===== config.mk =====
export PLATFORM = sky130hd
export DESIGN_NAME = flash_guard_regs
export DESIGN_NICKNAME = d
export VERILOG_FILES = /design/src/rtl/fgr_pkg.sv /design/src/rtl/fgr_lock_reg.sv /design/src/rtl/fgr_cfg_reg.sv /design/src/rtl/fgr_test_reg.sv /design/src/rtl/fgr_boot_window.sv /design/src/rtl/flash_guard_regs.sv
export SDC_FILE = /design/constraint.sdc
export NUM_CORES = 1
export LEC_CHECK = 0
export BUFFER_PORTS_ARGS = -buffer_cell sky130_fd_sc_hd__buf_4
export CORE_UTILIZATION = 33
export CTS_BUF_LIST = sky130_fd_sc_hd__clkbuf_8 sky130_fd_sc_hd__clkbuf_16
export CTS_CLUSTER_SIZE = 16
export DETAILED_ROUTE_END_ITERATION = 7
export PLACE_DENSITY_LB_ADDON = 0.08
export SLEW_MARGIN = 25
export SYNTH_ARGS = -nofsm -noshare
export SYNTH_HDL_FRONTEND = slang
export SYNTH_SLANG_ARGS = --single-unit

===== constraint.sdc =====
create_clock -name clk -period 1.7 [get_ports clk]
set_input_delay 0.255 -clock clk [delete_from_list [all_inputs] [get_ports clk]]
set_output_delay 0.255 -clock clk [all_outputs]
set_load 0.03 [all_outputs]

===== src/rtl/fgr_pkg.sv =====
`timescale 1ns/1ps
package fgr_pkg;
  localparam int BYTE_W = 8;

  typedef enum logic [1:0] {
    SEL_LOCK = 2'd0,
    SEL_CFG  = 2'd1,
    SEL_TEST = 2'd2,
    SEL_NONE = 2'd3
  } reg_sel_e;

  // Offset decode; offsets above 2 fall into SEL_NONE.
  function automatic reg_sel_e decode_offset(input logic [1:0] ofs);
    case (ofs)
      2'd0:    return SEL_LOCK;
      2'd1:    return SEL_CFG;
      2'd2:    return SEL_TEST;
      default: return SEL_NONE;
    endcase
  endfunction
endpackage


===== src/rtl/fgr_lock_reg.sv =====
`timescale 1ns/1ps
module fgr_lock_reg (
  input  logic clk,
  input  logic rst_n,
  input  logic special_mode,
  input  logic wr_hit,
  input  logic wbit,
  output logic lock_q,
  output logic used_q,
  output logic take_ev
);
  // A write is taken in special mode always, in normal mode only before first use.
  assign take_ev = wr_hit && (special_mode || !used_q);

  always_ff @(posedge clk or negedge rst_n) begin
    if (!rst_n) begin
      lock_q <= 1'b0;
      used_q <= 1'b0;
    end else begin
      if (take_ev) lock_q <= wbit;
      if (wr_hit && !special_mode) used_q <= 1'b1;
    end
  end
endmodule


===== src/rtl/fgr_cfg_reg.sv =====
`timescale 1ns/1ps
module fgr_cfg_reg (
  input  logic clk,
  input  logic rst_n,
  input  logic wr_hit,
  input  logic wbit,
  input  logic lock_q,
  input  logic prog_en,
  output logic bootp_q,
  output logic take_ev
);
  assign take_ev = wr_hit && !lock_q && !prog_en;

  always_ff @(posedge clk or negedge rst_n) begin
    if (!rst_n)       bootp_q <= 1'b1;
    else if (take_ev) bootp_q <= wbit;
  end
endmodule


===== src/rtl/fgr_test_reg.sv =====
`timescale 1ns/1ps
module fgr_test_reg #(
  parameter int DW = 8
) (
  input  logic          clk,
  input  logic          rst_n,
  input  logic          special_mode,
  input  logic          wr_hit,
  input  logic [DW-1:0] wdata,
  output logic [DW-1:0] view,
  output logic          take_ev
);
  logic [DW-1:0] store_q;

  assign take_ev = wr_hit && special_mode;

  always_ff @(posedge clk or negedge rst_n) begin
    if (!rst_n)       store_q <= '0;
    else if (take_ev) store_q <= wdata;
  end

  // Outside special mode the register is invisible and exports nothing.
  assign view = special_mode ? store_q : '0;
endmodule


===== src/rtl/fgr_boot_window.sv =====
`timescale 1ns/1ps
module fgr_boot_window #(
  parameter int AW      = 16,
  parameter int BIG_W   = 11,
  parameter int SMALL_W = 10,
  localparam int SW     = AW - SMALL_W
) (
  input  logic [SW-1:0] addr_hi,
  input  logic          map_high,
  input  logic          small_boot,
  input  logic          req_valid,
  input  logic          bootp,
  output logic          hit,
  output logic          inhibit
);
  // addr_hi holds array address bits AW-1 down to SMALL_W.
  function automatic logic in_window(input logic [SW-1:0] a, input logic hi, input logic sm);
    logic half_ok, top_small, top_big;
    half_ok   = (a[SW-1] == hi);
    top_small = &a[SW-2:0];
    top_big   = &a[SW-2:BIG_W-SMALL_W];
    return half_ok && (sm ? top_small : top_big);
  endfunction

  assign hit     = in_window(addr_hi, map_high, small_boot);
  assign inhibit = req_valid && bootp && hit;
endmodule


===== src/rtl/flash_guard_regs.sv =====
`timescale 1ns/1ps
module flash_guard_regs #(
  parameter int REG_AW  = 2,
  parameter int ARR_AW  = 16,
  parameter int BIG_W   = 11,
  parameter int SMALL_W = 10,
  localparam int DW     = fgr_pkg::BYTE_W
) (
  input  logic              clk,
  input  logic              rst_n,
  input  logic              special_mode,
  input  logic              prog_en,
  input  logic              map_high,
  input  logic              small_boot,
  input  logic [REG_AW-1:0] bus_addr,
  input  logic              bus_wr,
  input  logic [DW-1:0]     bus_wdata,
  output logic [DW-1:0]     bus_rdata,
  input  logic              req_valid,
  input  logic [ARR_AW-1:0] req_addr,
  output logic              req_inhibit,
  output logic              boot_protect,
  output logic              lock_state,
  output logic [DW-1:0]     test_bits
);
  import fgr_pkg::*;

  reg_sel_e sel;
  logic     wr_lock, wr_cfg, wr_test;
  logic     lock_used;
  logic     lock_take, cfg_take, test_take;
  logic     boot_hit;
  logic     unused_addr_lo;

  assign sel     = decode_offset(bus_addr);
  assign wr_lock = bus_wr && (sel == SEL_LOCK);
  assign wr_cfg  = bus_wr && (sel == SEL_CFG);
  assign wr_test = bus_wr && (sel == SEL_TEST);

  fgr_lock_reg u_lock (
    .clk          (clk),
    .rst_n        (rst_n),
    .special_mode (special_mode),
    .wr_hit       (wr_lock),
    .wbit         (bus_wdata[0]),
    .lock_q       (lock_state),
    .used_q       (lock_used),
    .take_ev      (lock_take)
  );

  fgr_cfg_reg u_cfg (
    .clk     (clk),
    .rst_n   (rst_n),
    .wr_hit  (wr_cfg),
    .wbit    (bus_wdata[0]),
    .lock_q  (lock_state),
    .prog_en (prog_en),
    .bootp_q (boot_protect),
    .take_ev (cfg_take)
  );

  fgr_test_reg #(.DW(DW)) u_test (
    .clk          (clk),
    .rst_n        (rst_n),
    .special_mode (special_mode),
    .wr_hit       (wr_test),
    .wdata        (bus_wdata),
    .view         (test_bits),
    .take_ev      (test_take)
  );

  fgr_boot_window #(.AW(ARR_AW), .BIG_W(BIG_W), .SMALL_W(SMALL_W)) u_win (
    .addr_hi    (req_addr[ARR_AW-1:SMALL_W]),
    .map_high   (map_high),
    .small_boot (small_boot),
    .req_valid  (req_valid),
    .bootp      (boot_protect),
    .hit        (boot_hit),
    .inhibit    (req_inhibit)
  );

  assign unused_addr_lo = ^{req_addr[SMALL_W-1:0], boot_hit, lock_take, cfg_take, test_take};

  always_comb begin
    case (sel)
      SEL_LOCK: bus_rdata = {{(DW-1){1'b0}}, lock_state};
      SEL_CFG:  bus_rdata = {{(DW-1){1'b0}}, boot_protect};
      SEL_TEST: bus_rdata = test_bits;
      default:  bus_rdata = '0;
    endcase
  end
endmodule


; ---- After elaboration in Yosys (flattened, before gate mapping)
; Index checks and enable logic that the tools add are counted.
[totals]
ff_bits = 11
output_inout_bits = 19
elab_cells = 33
[classes]
n_eq_ne = 5
n_mux = 4
reduce_logical = 20
[ops]
columns = operator, n
row1 = $pmux 8 s3, 1
row2 = $logic_and 1x1->1, 11
row3 = $mux 8, 1
row4 = $pmux 2 s3, 1
row5 = $reduce_and 5->1, 1
row6 = $eq 2x1->1 const B, 2
row7 = $eq 2x2->1 const B, 2
row8 = $logic_not 1->1, 4
row9 = $logic_not 2->1, 2
row10 = $reduce_and 4->1, 1
row11 = $eq 1x1->1, 1
row12 = $logic_or 1x1->1, 1
row13 = $mux 1, 1

; ---- Depth between registers and ports, before layout
[logic_depth]
ltp_word = 6
mapped_depth = 4
ltp_nobuf = 3

; ---- By module
; A second synthesis with hierarchy kept.
[hier_totals]
hier_cells = 55
area_unflattened_um2 = 655.6
[modules_own_cells]
columns = module, n_inst, cells_each, area_each_um2
row1 = fgr_test_reg, 1, 26, 365.4
row2 = flash_guard_regs, 1, 14, 102.6
row3 = fgr_lock_reg, 1, 6, 88.8
row4 = fgr_cfg_reg, 1, 3, 56.3
row5 = fgr_boot_window, 1, 6, 42.5

; ---- Worst setup path before layout
; OpenSTA, ideal clock, no wires.
[synth_path]
path_kind = reg2out
from = register u_cfg.bootp_q
to = output port req_inhibit
t_arrival_ps = 2174
required_time_ps = 1445
setup_slack_ps = -729
stages_incl_launch_ff = 3
cell_sequence = dfstp_2 -> nand2_1 -> a2111oi_0
[synth_via]
elab_chain_len = 2
[synth_rtl]
columns = element, line_no
row1 = "start, declared", fgr_cfg_reg.sv:9  ; output logic bootp_q,
row2 = "start signal, assigned", fgr_cfg_reg.sv:16  ; else if (take_ev) bootp_q <= wbit;
row3 = $logic_and 1x1->1 (2 in series), fgr_boot_window.sv:26  ; assign inhibit = req_valid && bootp && hit;
row4 = "end, declared", flash_guard_regs.sv:21  ; output logic req_inhibit,
; Every way passes these cells.

; ---- Worst setup path after layout
; Ends and elaborated chain as after synthesis.

==> flow_summary.json <==
{
  "root_buffer": "clkbuf_8",
  "clock_skew_ns": 0.000108,
  "path_buf_inv": 1,
  "area_delta_synth_final_pct": 59.8,
  "diodes": 0,
  "finalHoldViolCount": 0,
  "wirelength_mm": 1.38,
  "ff2ff_setup_slack_ns": 0.47,
  "slowest_stage": "dfstp_2",
  "place_congestion": 0.709,
  "numCtsBuffers": 3,
  "finalSetupViolCount": 0,
  "core_um2": 1780,
  "rsz0062_at_grt": "false",
  "crit_required_ns": 1.44,
  "globalRouteTotalUtil_pct": 13.9,
  "max_clock_freq_ghz": 0.664,
  "synth-async-reset-ratio_pct": 100,
  "h-tree-depth": 1,
  "worstReg2RegEnd": "u_lock.lock_q$_DFFE_PN0P_",
  "cts_resized": 0,
  "die_h_um": 46.5,
  "worst_ir_drop_vdd_mv": 0.613,
  "ios": 53,
  "ys_warn_count": 0,
  "period_minus_slack_ns": 1.51,
  "fin_tns_setup_ns": 0,
  "endpoint_kind": "primary output",
  "slowest_delay_ns": 0.54,
  "die_area_um2": 2170,
  "synth_area_um2": 654,
  "grt_max_degree": 12,
  "register_area_um2": 277,
  "final_common_cell": "buf_4",
  "multiInputGateArea_um2": 364,
  "hpwl_mm": 1.10,
  "stdcell_count": 124,
  "port_buffers": 42,
  "synth-seq-area-share_pct": 42.3,
  "antenna_found_initial": 0,
  "wire_per_inst_um": 11.1,
  "rows": 15,
  "cap_violations": 0,
  "worst_setup_path_start_kind": "flop",
  "die_w_um": 46.5,
  "drive_above_1_share_pct": 58.6,
  "tritoncts": "built",
  "p_leak_uw": 0.000532,
  "worst_pin_slew_ns": 0.382,
  "path_depth": 3,
  "first_iter_violations": 4,
  "clk_latency_ns": 0.23,
  "worstPathMaxFanout": 4,
  "synthFlopType": "dfrtp_1",
  "avgSynthCellArea_um2": 12.1,
  "grt-ovfl-total": 0,
  "hold_class": "input port to flop",
  "finalCritPeriodShare_pct": 88.6,
  "synth_cell_types": 21,
  "dpl-instance-area_um2": 991,
  "postLayoutCellArea_um2": 1050,
  "syn-num-nets": 88,
  "slew_headroom_pct": 74.5,
  "hold_start": "bus_wdata[2]",
  "synth_edf_count": 0,
  "grt_first_pass_wirelength_mm": 2.12,
  "initial_utilization_pct": 36.7,
  "dp_cells": 119,
  "yosys_register_bits": 11,
  "arrival_ns": 1.25,
  "drtPass1Iterations": 2,
  "reg2reg_depth": 3,
  "cts_buffer_depth": 2,
  "slew_violations": 0,
  "drc_errors": 0,
  "hold_end": "u_test.store_q[2]$_DFFE_PN0P_",
  "path_cells": "nand2_1 -> a2111oi_2 -> buf_4",
  "path_delay_family": "flip-flops",
  "cts.sinks": 11,
  "status": "completed",
  "final_cell_mix": "42 x buf_4, 15 x and2_1, 10 x dfrtp_1, 8 x mux2_4",
  "vias": 565,
  "p_per_area_nw_per_um2": 920,
  "worstSetupPathType": "flop to primary output",
  "path_clk_slew_ns": 0.05,
  "syn-instance-count": 54,
  "first_global_vias": 516,
  "vias_per_cell": 4.56,
  "r2r_start": "u_lock.used_q$_DFFE_PN0P_",
  "drtAntennaViolNets": 0,
  "holdPathStages": 2,
  "final_net_count": 134,
  "fillCellCount": 162
}
worst max-delay path by stage:
stage / startpoint / endpoint / slack, ns
after floorplan: u_cfg.bootp_q$_DFFE_PN1P_ / req_inhibit / 0.08
after global placement: bus_addr[0] / bus_rdata[4] / 0.26
after detailed placement: bus_addr[0] / bus_rdata[2] / 0.25
after CTS: u_cfg.bootp_q$_DFFE_PN1P_ / req_inhibit / 0.17
after global routing: u_cfg.bootp_q$_DFFE_PN1P_ / req_inhibit / 0.11
final: u_cfg.bootp_q$_DFFE_PN1P_ / req_inhibit / 0.19
cell families (layout without fill, tap and decap cells):
family | count (synthesis) | in the layout | synth area share (%)
mux | 11 | 11 | 23.3
simple gates | 26 | 26 | 27.9
flops | 11 | 11 | 42.3
xor+xnor | 1 | 1 | 1.34
buf+inv | 3 | 48 | 3.06
compound gates | 2 | 2 | 2.10
area by class of cell:
cell class | instances | area share (%)
multi-input cells | 40 | 34.8
inverters | 1 | 0.359
flip-flops and latches | 11 | 26.4
clock buffers | 3 | 3.95
well taps | 25 | 2.99
repair buffers | 43 | 31.1
clock inverters | 1 | 0.359
registers in the layout, summed over array words and instances (netlist names):
name,flops
u_test.store_q,8
u_lock.lock_q,1
u_cfg.bootp_q,1
u_lock.used_q,1
power breakdown:
part	internal, uW	switching [uW]
Combinational	186	173
Sequential	322	39.4
Clock	157	85.0
metal layers:
layer	up-vias	GRT usage (%)	wire length [um]
met5	-	0	0
met4	0	5.29	0
met3	0	2.35	98
met1	268	18.0	622
met2	21	22.8	658
li1	276	-	-
cell usage after synthesis (2+ instances only):
cell	count	area [um^2]
nor4b_1	3	26.3
nand2_1	2	7.51
and2_1	15	93.8
mux2_4	8	120
dfrtp_1	10	250
what timing repair did:
action,CTS,global route
hold endpoints to repair,10,0
hold buffers,1,0
buffers inserted,0,0
per-stage QoR:
stage          hold slack, ns  worst slack, ns  util (%)  power (uW)
2_1_floorplan         -0.0406           0.0824         -         578
3_3_place_gp           0.0939            0.262      55.6         720
3_5_place_dp           0.0941            0.246      55.6         725
4_1_cts                 0.251            0.175      58.7         973
5_1_grt                 0.251            0.114      58.7        1020
6_report                0.255            0.194      58.7         962
Power figures use the tool's default switching activity.
